[config.mk]
export PLATFORM = sky130hd
export DESIGN_NAME = conv_seq_top
export DESIGN_NICKNAME = d
export VERILOG_FILES = /design/src/rtl/seq_pkg.sv /design/src/rtl/seq_sync.sv /design/src/rtl/seq_acq_len.sv /design/src/rtl/seq_core.sv /design/src/rtl/conv_seq_top.sv
export SDC_FILE = /design/constraint.sdc
export NUM_CORES = 1
export LEC_CHECK = 0
export ABC_AREA = 1
export BUFFER_PORTS_ARGS = -buffer_cell sky130_fd_sc_hd__buf_2
export CAP_MARGIN = 20
export CORE_AREA = 4 4 64 66
export DETAILED_ROUTE_END_ITERATION = 16
export DIE_AREA = 0 0 68 70
export PLACE_DENSITY = 0.82
export SKIP_LAST_GASP = 1
export SYNTH_ARGS = -nofsm -noshare
export SYNTH_HDL_FRONTEND = slang
export SYNTH_SLANG_ARGS = --single-unit
[constraint.sdc]
create_clock -name clk -period 2.1 [get_ports clk]
set_clock_uncertainty 0.1 [all_clocks]
set_input_delay 0.42 -clock clk [delete_from_list [all_inputs] [get_ports clk]]
set_output_delay 0.42 -clock clk [all_outputs]
set_load 0.01 [all_outputs]
[src/rtl/seq_pkg.sv]
package seq_pkg;
    typedef enum logic [2:0] {
        ST_IDLE,
        ST_ACQ,
        ST_CONV,
        ST_CAL,
        ST_AZ,
        ST_PDN,
        ST_PUP
    } seq_state_e;

    localparam logic [2:0] OP_CONV = 3'd1;
    localparam logic [2:0] OP_CAL  = 3'd2;
    localparam logic [2:0] OP_AZ   = 3'd3;
    localparam logic [2:0] OP_PDN  = 3'd4;
    localparam logic [2:0] OP_PUP  = 3'd5;

    function automatic int max2(input int a, input int b);
        return (a > b) ? a : b;
    endfunction
endpackage

[src/rtl/seq_sync.sv]
module seq_sync #(
    parameter int W      = 2,
    parameter int STAGES = 2
) (
    input  logic         clk,
    input  logic         rst_n,
    input  logic [W-1:0] din,
    output logic [W-1:0] dout
);
    logic [W-1:0] stage_q [STAGES];

    generate
        for (genvar s = 0; s < STAGES; s++) begin : g_stage
            if (s == 0) begin : g_first
                always_ff @(posedge clk or negedge rst_n) begin
                    if (!rst_n) stage_q[s] <= '0;
                    else        stage_q[s] <= din;
                end
            end else begin : g_next
                always_ff @(posedge clk or negedge rst_n) begin
                    if (!rst_n) stage_q[s] <= '0;
                    else        stage_q[s] <= stage_q[s-1];
                end
            end
        end
    endgenerate

    assign dout = stage_q[STAGES-1];
endmodule

[src/rtl/seq_acq_len.sv]
module seq_acq_len #(
    parameter int CNT_W = 13,
    parameter int ACQ0  = 6,
    parameter int ACQ1  = 10,
    parameter int ACQ2  = 18,
    parameter int ACQ3  = 34
) (
    input  logic [1:0]       code,
    output logic [CNT_W-1:0] len
);
    always_comb begin
        unique case (code)
            2'd0:    len = CNT_W'(ACQ0);
            2'd1:    len = CNT_W'(ACQ1);
            2'd2:    len = CNT_W'(ACQ2);
            default: len = CNT_W'(ACQ3);
        endcase
    end
endmodule

[src/rtl/seq_core.sv]
module seq_core
    import seq_pkg::*;
#(
    parameter int CNT_W    = 13,
    parameter int CONV_LEN = 44,
    parameter int CAL_LEN  = 4944,
    parameter int AZ_LEN   = 76,
    parameter int PUP_LEN  = 3500
) (
    input  logic             clk,
    input  logic             rst_n,
    input  logic             rdy_s,
    input  logic             pd_s,
    input  logic [2:0]       op,
    input  logic [1:0]       acq_code,
    input  logic             abort,
    input  logic [CNT_W-1:0] launch_len,
    input  logic [CNT_W-1:0] restart_len,
    output logic [1:0]       acq_held,
    output logic             busy_n,
    output logic             sample_en,
    output logic             conv_act,
    output logic             res_vld
);
    typedef struct packed {
        seq_state_e       state;
        logic [CNT_W-1:0] cnt;
        logic [1:0]       acq;
        logic             rdy;
        logic             pd;
        logic             vld;
    } core_st_t;

    localparam logic [CNT_W-1:0] ONE = CNT_W'(1);

    core_st_t st_d, st_q;
    logic     launch;

    assign launch = rdy_s & ~st_q.rdy;

    always_comb begin
        st_d     = st_q;
        st_d.rdy = rdy_s;
        st_d.pd  = pd_s;
        st_d.vld = 1'b0;
        if (pd_s) begin
            st_d.state = ST_PDN;
            st_d.cnt   = '0;
        end else begin
            unique case (st_q.state)
                ST_IDLE: begin
                    if (launch) begin
                        unique case (op)
                            OP_CONV: begin
                                st_d.state = ST_ACQ;
                                st_d.cnt   = launch_len - ONE;
                                st_d.acq   = acq_code;
                            end
                            OP_CAL: begin
                                st_d.state = ST_CAL;
                                st_d.cnt   = CNT_W'(CAL_LEN - 1);
                            end
                            OP_AZ: begin
                                st_d.state = ST_AZ;
                                st_d.cnt   = CNT_W'(AZ_LEN - 1);
                            end
                            OP_PDN: begin
                                st_d.state = ST_PDN;
                                st_d.cnt   = '0;
                            end
                            default: ;
                        endcase
                    end
                end
                ST_ACQ: begin
                    if (abort) begin
                        st_d.cnt = restart_len - ONE;
                    end else if (st_q.cnt == '0) begin
                        st_d.state = ST_CONV;
                        st_d.cnt   = CNT_W'(CONV_LEN - 1);
                    end else begin
                        st_d.cnt = st_q.cnt - ONE;
                    end
                end
                ST_CONV: begin
                    if (abort) begin
                        st_d.state = ST_ACQ;
                        st_d.cnt   = restart_len - ONE;
                    end else if (st_q.cnt == '0) begin
                        st_d.state = ST_IDLE;
                        st_d.vld   = 1'b1;
                    end else begin
                        st_d.cnt = st_q.cnt - ONE;
                    end
                end
                ST_CAL, ST_AZ, ST_PUP: begin
                    if (st_q.cnt == '0) st_d.state = ST_IDLE;
                    else                st_d.cnt   = st_q.cnt - ONE;
                end
                ST_PDN: begin
                    if (st_q.pd || (launch && op == OP_PUP)) begin
                        st_d.state = ST_PUP;
                        st_d.cnt   = CNT_W'(PUP_LEN - 1);
                    end
                end
                default: st_d.state = ST_IDLE;
            endcase
        end
    end

    always_ff @(posedge clk or negedge rst_n) begin
        if (!rst_n) begin
            st_q.state <= ST_IDLE;
            st_q.cnt   <= '0;
            st_q.acq   <= '0;
            st_q.rdy   <= 1'b0;
            st_q.pd    <= 1'b0;
            st_q.vld   <= 1'b0;
        end else begin
            st_q <= st_d;
        end
    end

    assign acq_held  = st_q.acq;
    assign busy_n    = (st_q.state == ST_IDLE);
    assign sample_en = (st_q.state == ST_ACQ);
    assign conv_act  = (st_q.state == ST_CONV);
    assign res_vld   = st_q.vld;

    AST_VLD_WITH_IDLE: assert property (@(posedge clk) disable iff (!rst_n)
        res_vld |-> busy_n);
    AST_VLD_AFTER_CONV: assert property (@(posedge clk) disable iff (!rst_n)
        res_vld |-> $past(conv_act));
    AST_SAMPLE_EXIT: assert property (@(posedge clk) disable iff (!rst_n)
        $fell(sample_en) |-> (conv_act || $past(pd_s)));
    AST_PIN_FORCES_BUSY: assert property (@(posedge clk) disable iff (!rst_n)
        pd_s |=> !busy_n);
    AST_PIN_KILLS_CONV: assert property (@(posedge clk) disable iff (!rst_n)
        pd_s |=> (!conv_act && !res_vld));
endmodule

[src/rtl/conv_seq_top.sv]
module conv_seq_top
    import seq_pkg::*;
#(
    parameter int ACQ0     = 6,
    parameter int ACQ1     = 10,
    parameter int ACQ2     = 18,
    parameter int ACQ3     = 34,
    parameter int CONV_LEN = 44,
    parameter int CAL_LEN  = 4944,
    parameter int AZ_LEN   = 76,
    parameter int PUP_LEN  = 3500,
    parameter int SYNC_STG = 2
) (
    input  logic       clk,
    input  logic       rst_n,
    input  logic       xfer_rdy,
    input  logic [2:0] cmd_op,
    input  logic [1:0] acq_code,
    input  logic       abort,
    input  logic       pd_pin,
    output logic       busy_n,
    output logic       sample_en,
    output logic       conv_act,
    output logic       res_vld
);
    localparam int MAX_LEN = max2(max2(max2(ACQ3, CONV_LEN), max2(CAL_LEN, AZ_LEN)),
                                  max2(PUP_LEN, max2(ACQ0, max2(ACQ1, ACQ2))));
    localparam int CNT_W   = $clog2(MAX_LEN) + 1;

    logic [1:0]       sync_q;
    logic [1:0]       acq_held;
    logic [CNT_W-1:0] launch_len;
    logic [CNT_W-1:0] restart_len;

    seq_sync #(.W(2), .STAGES(SYNC_STG)) u_sync (
        .clk  (clk),
        .rst_n(rst_n),
        .din  ({pd_pin, xfer_rdy}),
        .dout (sync_q)
    );

    seq_acq_len #(.CNT_W(CNT_W), .ACQ0(ACQ0), .ACQ1(ACQ1), .ACQ2(ACQ2), .ACQ3(ACQ3)) u_len_new (
        .code(acq_code),
        .len (launch_len)
    );

    seq_acq_len #(.CNT_W(CNT_W), .ACQ0(ACQ0), .ACQ1(ACQ1), .ACQ2(ACQ2), .ACQ3(ACQ3)) u_len_held (
        .code(acq_held),
        .len (restart_len)
    );

    seq_core #(
        .CNT_W   (CNT_W),
        .CONV_LEN(CONV_LEN),
        .CAL_LEN (CAL_LEN),
        .AZ_LEN  (AZ_LEN),
        .PUP_LEN (PUP_LEN)
    ) u_core (
        .clk        (clk),
        .rst_n      (rst_n),
        .rdy_s      (sync_q[0]),
        .pd_s       (sync_q[1]),
        .op         (cmd_op),
        .acq_code   (acq_code),
        .abort      (abort),
        .launch_len (launch_len),
        .restart_len(restart_len),
        .acq_held   (acq_held),
        .busy_n     (busy_n),
        .sample_en  (sample_en),
        .conv_act   (conv_act),
        .res_vld    (res_vld)
    );
endmodule

==> reports/summary.md <==
## Clock network
• TritonCTS buffer count: 3
• number of H-tree levels: 1
• clock-pin slew on the worst setup and hold paths: 0.17 ns
• Longest Clk Path Bufs: 2
• cell chosen for the clock root: sky130_fd_sc_hd__clkbuf_4
• clock sinks: 26
• TritonCTS clock tree: built
• number of setup buffers added after CTS: 0
• Clock Latency Late Sink: 0.35 ns
• number of cells upsized or downsized after cts: 0

## Synth
• top cells by area, synth: sky130_fd_sc_hd__dfrtp_1 (32%), sky130_fd_sc_hd__nand2_1 (23%), sky130_fd_sc_hd__nor2_1 (7.2%)
• Netlist Area Pre-Place: 0.00203 mm^2
• post-synthesis cell count: 325
• synthesized area divided by synthesized cell count: 6.25 um^2
• number of nets in the synthesized netlist: 337
• Cell variety after synth: 27
• yosys warns: 0
• share of the synthesized area in the top cell type: 32.0%
• top cell type by total area after synthesis: sky130_fd_sc_hd__dfrtp_1
• sequential share of the synthesized area: 32.0%
• post-synthesis sequential element count: 26

## Worst setup path
• largest fanout on the critical path: 6
• logic depth of the worst register-to-register path: 8
• nature of the critical path startpoint: register
• slowest stage cell, crit path: sky130_fd_sc_hd__dfrtp_1
• Worst Path Required: 2.26 ns
• crit path DAT: 2.14 ns
• category of the worst setup path capture point: register
• Worst Setup Path Type: register to register
• cell-by-cell trace of the critical path: nor2_1 > nand3_1 > nor2_4 > nand2_4 > ha_1 > o21ai_0 > and3_1 > o21ai_0
• stage delay of the slowest cell on the critical path: 0.48 ns
• library cell appearing most often on the critical path: sky130_fd_sc_hd__o21ai_0

## Placement
• number of buffer cells added on primary ports: 13
• HPWL after DPL: 3770 um
• final RePlAce weighted congestion: 0.915
• pre-CTS worst setup slack: 0.161 ns
• Placed Cells: 388

## Detailed routing
• final antenna-violating net count: 0
• first drt pass iteration count: 4
• via density per instance: 5.21
• wire length after detailed routing: 4820 um
• post-detailed-route wirelength per cell: 12.3 um
• via total after detailed routing: 2,046
• remaining design rule violation count: 0
• Iteration-0 DRC Markers: 140

## STA
• measured slew at the worst slew-check pin: 0.604 ns
• number of max-slew violations in the final report: 0
• Final Hold Viols: 0
• setup-violating endpoint count in the final report: 0
• part of the cycle the worst path needs: 94.5%
• Total Neg Setup Slack: 0 ns
• Worst slew margin: 59.7%
• final critical-path required period: 1.98 ns
• Max Freq: 0.504 GHz
• setup repair after global routing missed its margin: no
• PnR worst setup slack: 0.116 ns

## Die
• area of the die: 0.00476 mm^2
• core outline area: 0.00358 mm^2
• starting utilization of the core area: 56.7%
• number of primary I/O pins: 14
• DIE HEIGHT: 70 um
• Die X-Extent: 68 um
• count of standard-cell rows: 22

## Power and ir drop
• Total Power Consumption: 3.22 mW
• power density normalized to cell area: 1450 mW/mm^2
• IR Drop Worst-Case VDD: 803 uV
• standby leakage power: 1.27 nW

## Final layout
• commonest cells after routing, fill and taps aside: sky130_fd_sc_hd__nand2_1 (125), sky130_fd_sc_hd__nor2_1 (39), sky130_fd_sc_hd__inv_1 (37), sky130_fd_sc_hd__dfrtp_1 (26), sky130_fd_sc_hd__nand3_1 (25)
• area growth from synthesis to final layout: 9.80%
• total inserted antenna cells: 0
• count of nets after finishing: 358
• most common cell after layout, fill and taps aside: sky130_fd_sc_hd__nand2_1
• share of final-layout standard cells stronger than drive strength 1: 13.9%
• final cell count without fillers: 393

## Job
• number of max-capacitance violations reported: 0

## GRT
• all-layer global routing usage: 21.9%
• wire length of the first global-routing pass: 8240 um
• largest net degree at the start of global routing: 27
• initial antenna violation count: 0
• number of global-route vias before repair: 1,914
• final global-route overflow total: 0

## Outcome
• run status: finished clean

## Hold path
• classification of the worst-slack hold path: primary input to register
• Hold Path Depth: 1

-- path summary, 6_finish.rpt --
check / from / to / slack, ns
setup / recovery: u_core.st_q[8] / u_core.st_q[5] / 0.12
hold / removal: pd_pin / u_sync.stage_q[3] / 0.07
setup reg to reg: u_core.st_q[8] / u_core.st_q[5] / 0.12
hold reg to reg: u_sync.stage_q[3] / u_sync.dout[1] / 0.27
max in group asynchronous: rst_n / u_core.st_q[21] / 1.01
min in group asynchronous: rst_n / u_core.st_q[10] / 0.48
-- critical path, delay by kind of cell, from the launching register on --
family	cells	cell delay, ns
flops	1	0.48
compound gates	2	0.21
fa+ha+maj	1	0.28
simple gates	5	0.83
-- cells by family (layout without fill, tap and decap cells) --
family | Yosys count | after routing | share of synthesized area [%]
flip-flops | 26 | 26 | 32.0
adder cells (fa/ha/maj) | 2 | 2 | 1.23
AO/OA/AOI/OAI | 22 | 22 | 6.59
buffers and inverters | 44 | 64 | 8.50
AND/OR/NAND/NOR | 228 | 228 | 50.3
XOR/XNOR | 3 | 3 | 1.29
-- repair_timing --
item                                   in CTS  in global routing
endpoints found under the hold margin      26                  0
setup endpoints to repair                   0                  0
hold buffers                                1                  0
-- layer usage --
metal / up-vias / track usage, % / wire length (um)
met4: 0 / 6.18 / 68
met1: 922 / 29.9 / 2220
met2: 52 / 36.1 / 2290
met5: - / 0 / 0
li1: 1063 / - / -
met3: 9 / 2.25 / 247
-- final cells by class --
| type | instances | area [um^2] |
|---|---|---|
| Inverter | 43 | 161 |
| Tap cell | 48 | 60.1 |
| Clock buffer | 3 | 22.5 |
| Sequential cell | 26 | 651 |
| Timing Repair Buffer | 17 | 97.6 |
| Multi-Input combinational cell | 255 | 1210 |
| Clock inverter | 1 | 30.0 |
| Fill cell | 358 | 1350 |
-- per-stage QoR --
stage	utilization, %	hold slack [ns]	area [um^2]
after floorplan	-	0.0244	2030
after global placement	60.6	0.233	2170
after detailed placement	60.6	0.235	2170
after CTS	62.3	0.0707	2230
after global routing	62.3	0.0666	2230
final	62.3	0.0728	2230
-- cells in the mapped netlist (all sizes together) --
| library cell | instances |
|---|---|
| nand2 | 136 |
| nor2 | 46 |
| inv | 43 |
| dfrtp | 26 |
| nand3 | 26 |
| o21ai | 15 |
| nand4 | 13 |
| a21oi | 4 |
| nand3b | 3 |
| xor2 | 3 |
| ha | 2 |
| nor3 | 2 |
| a211oi | 1 |
| and2 | 1 |
| and3 | 1 |
| buf | 1 |
| o211ai | 1 |
| o21bai | 1 |
-- where the power goes --
part           internal (mW)  switching [mW]
registers              0.625           0.148
logic                  0.694            1.39
clock network          0.193           0.174
total                   1.51            1.71
-- state kept, by name, summed over array words and instances, names as in the netlist --
register and count:
u_sync.stage_q 2, u_core.res_vld 1, u_core.acq_held 2, u_sync.dout 2, u_core.st_q 19
Power figures use the tool's default switching activity.
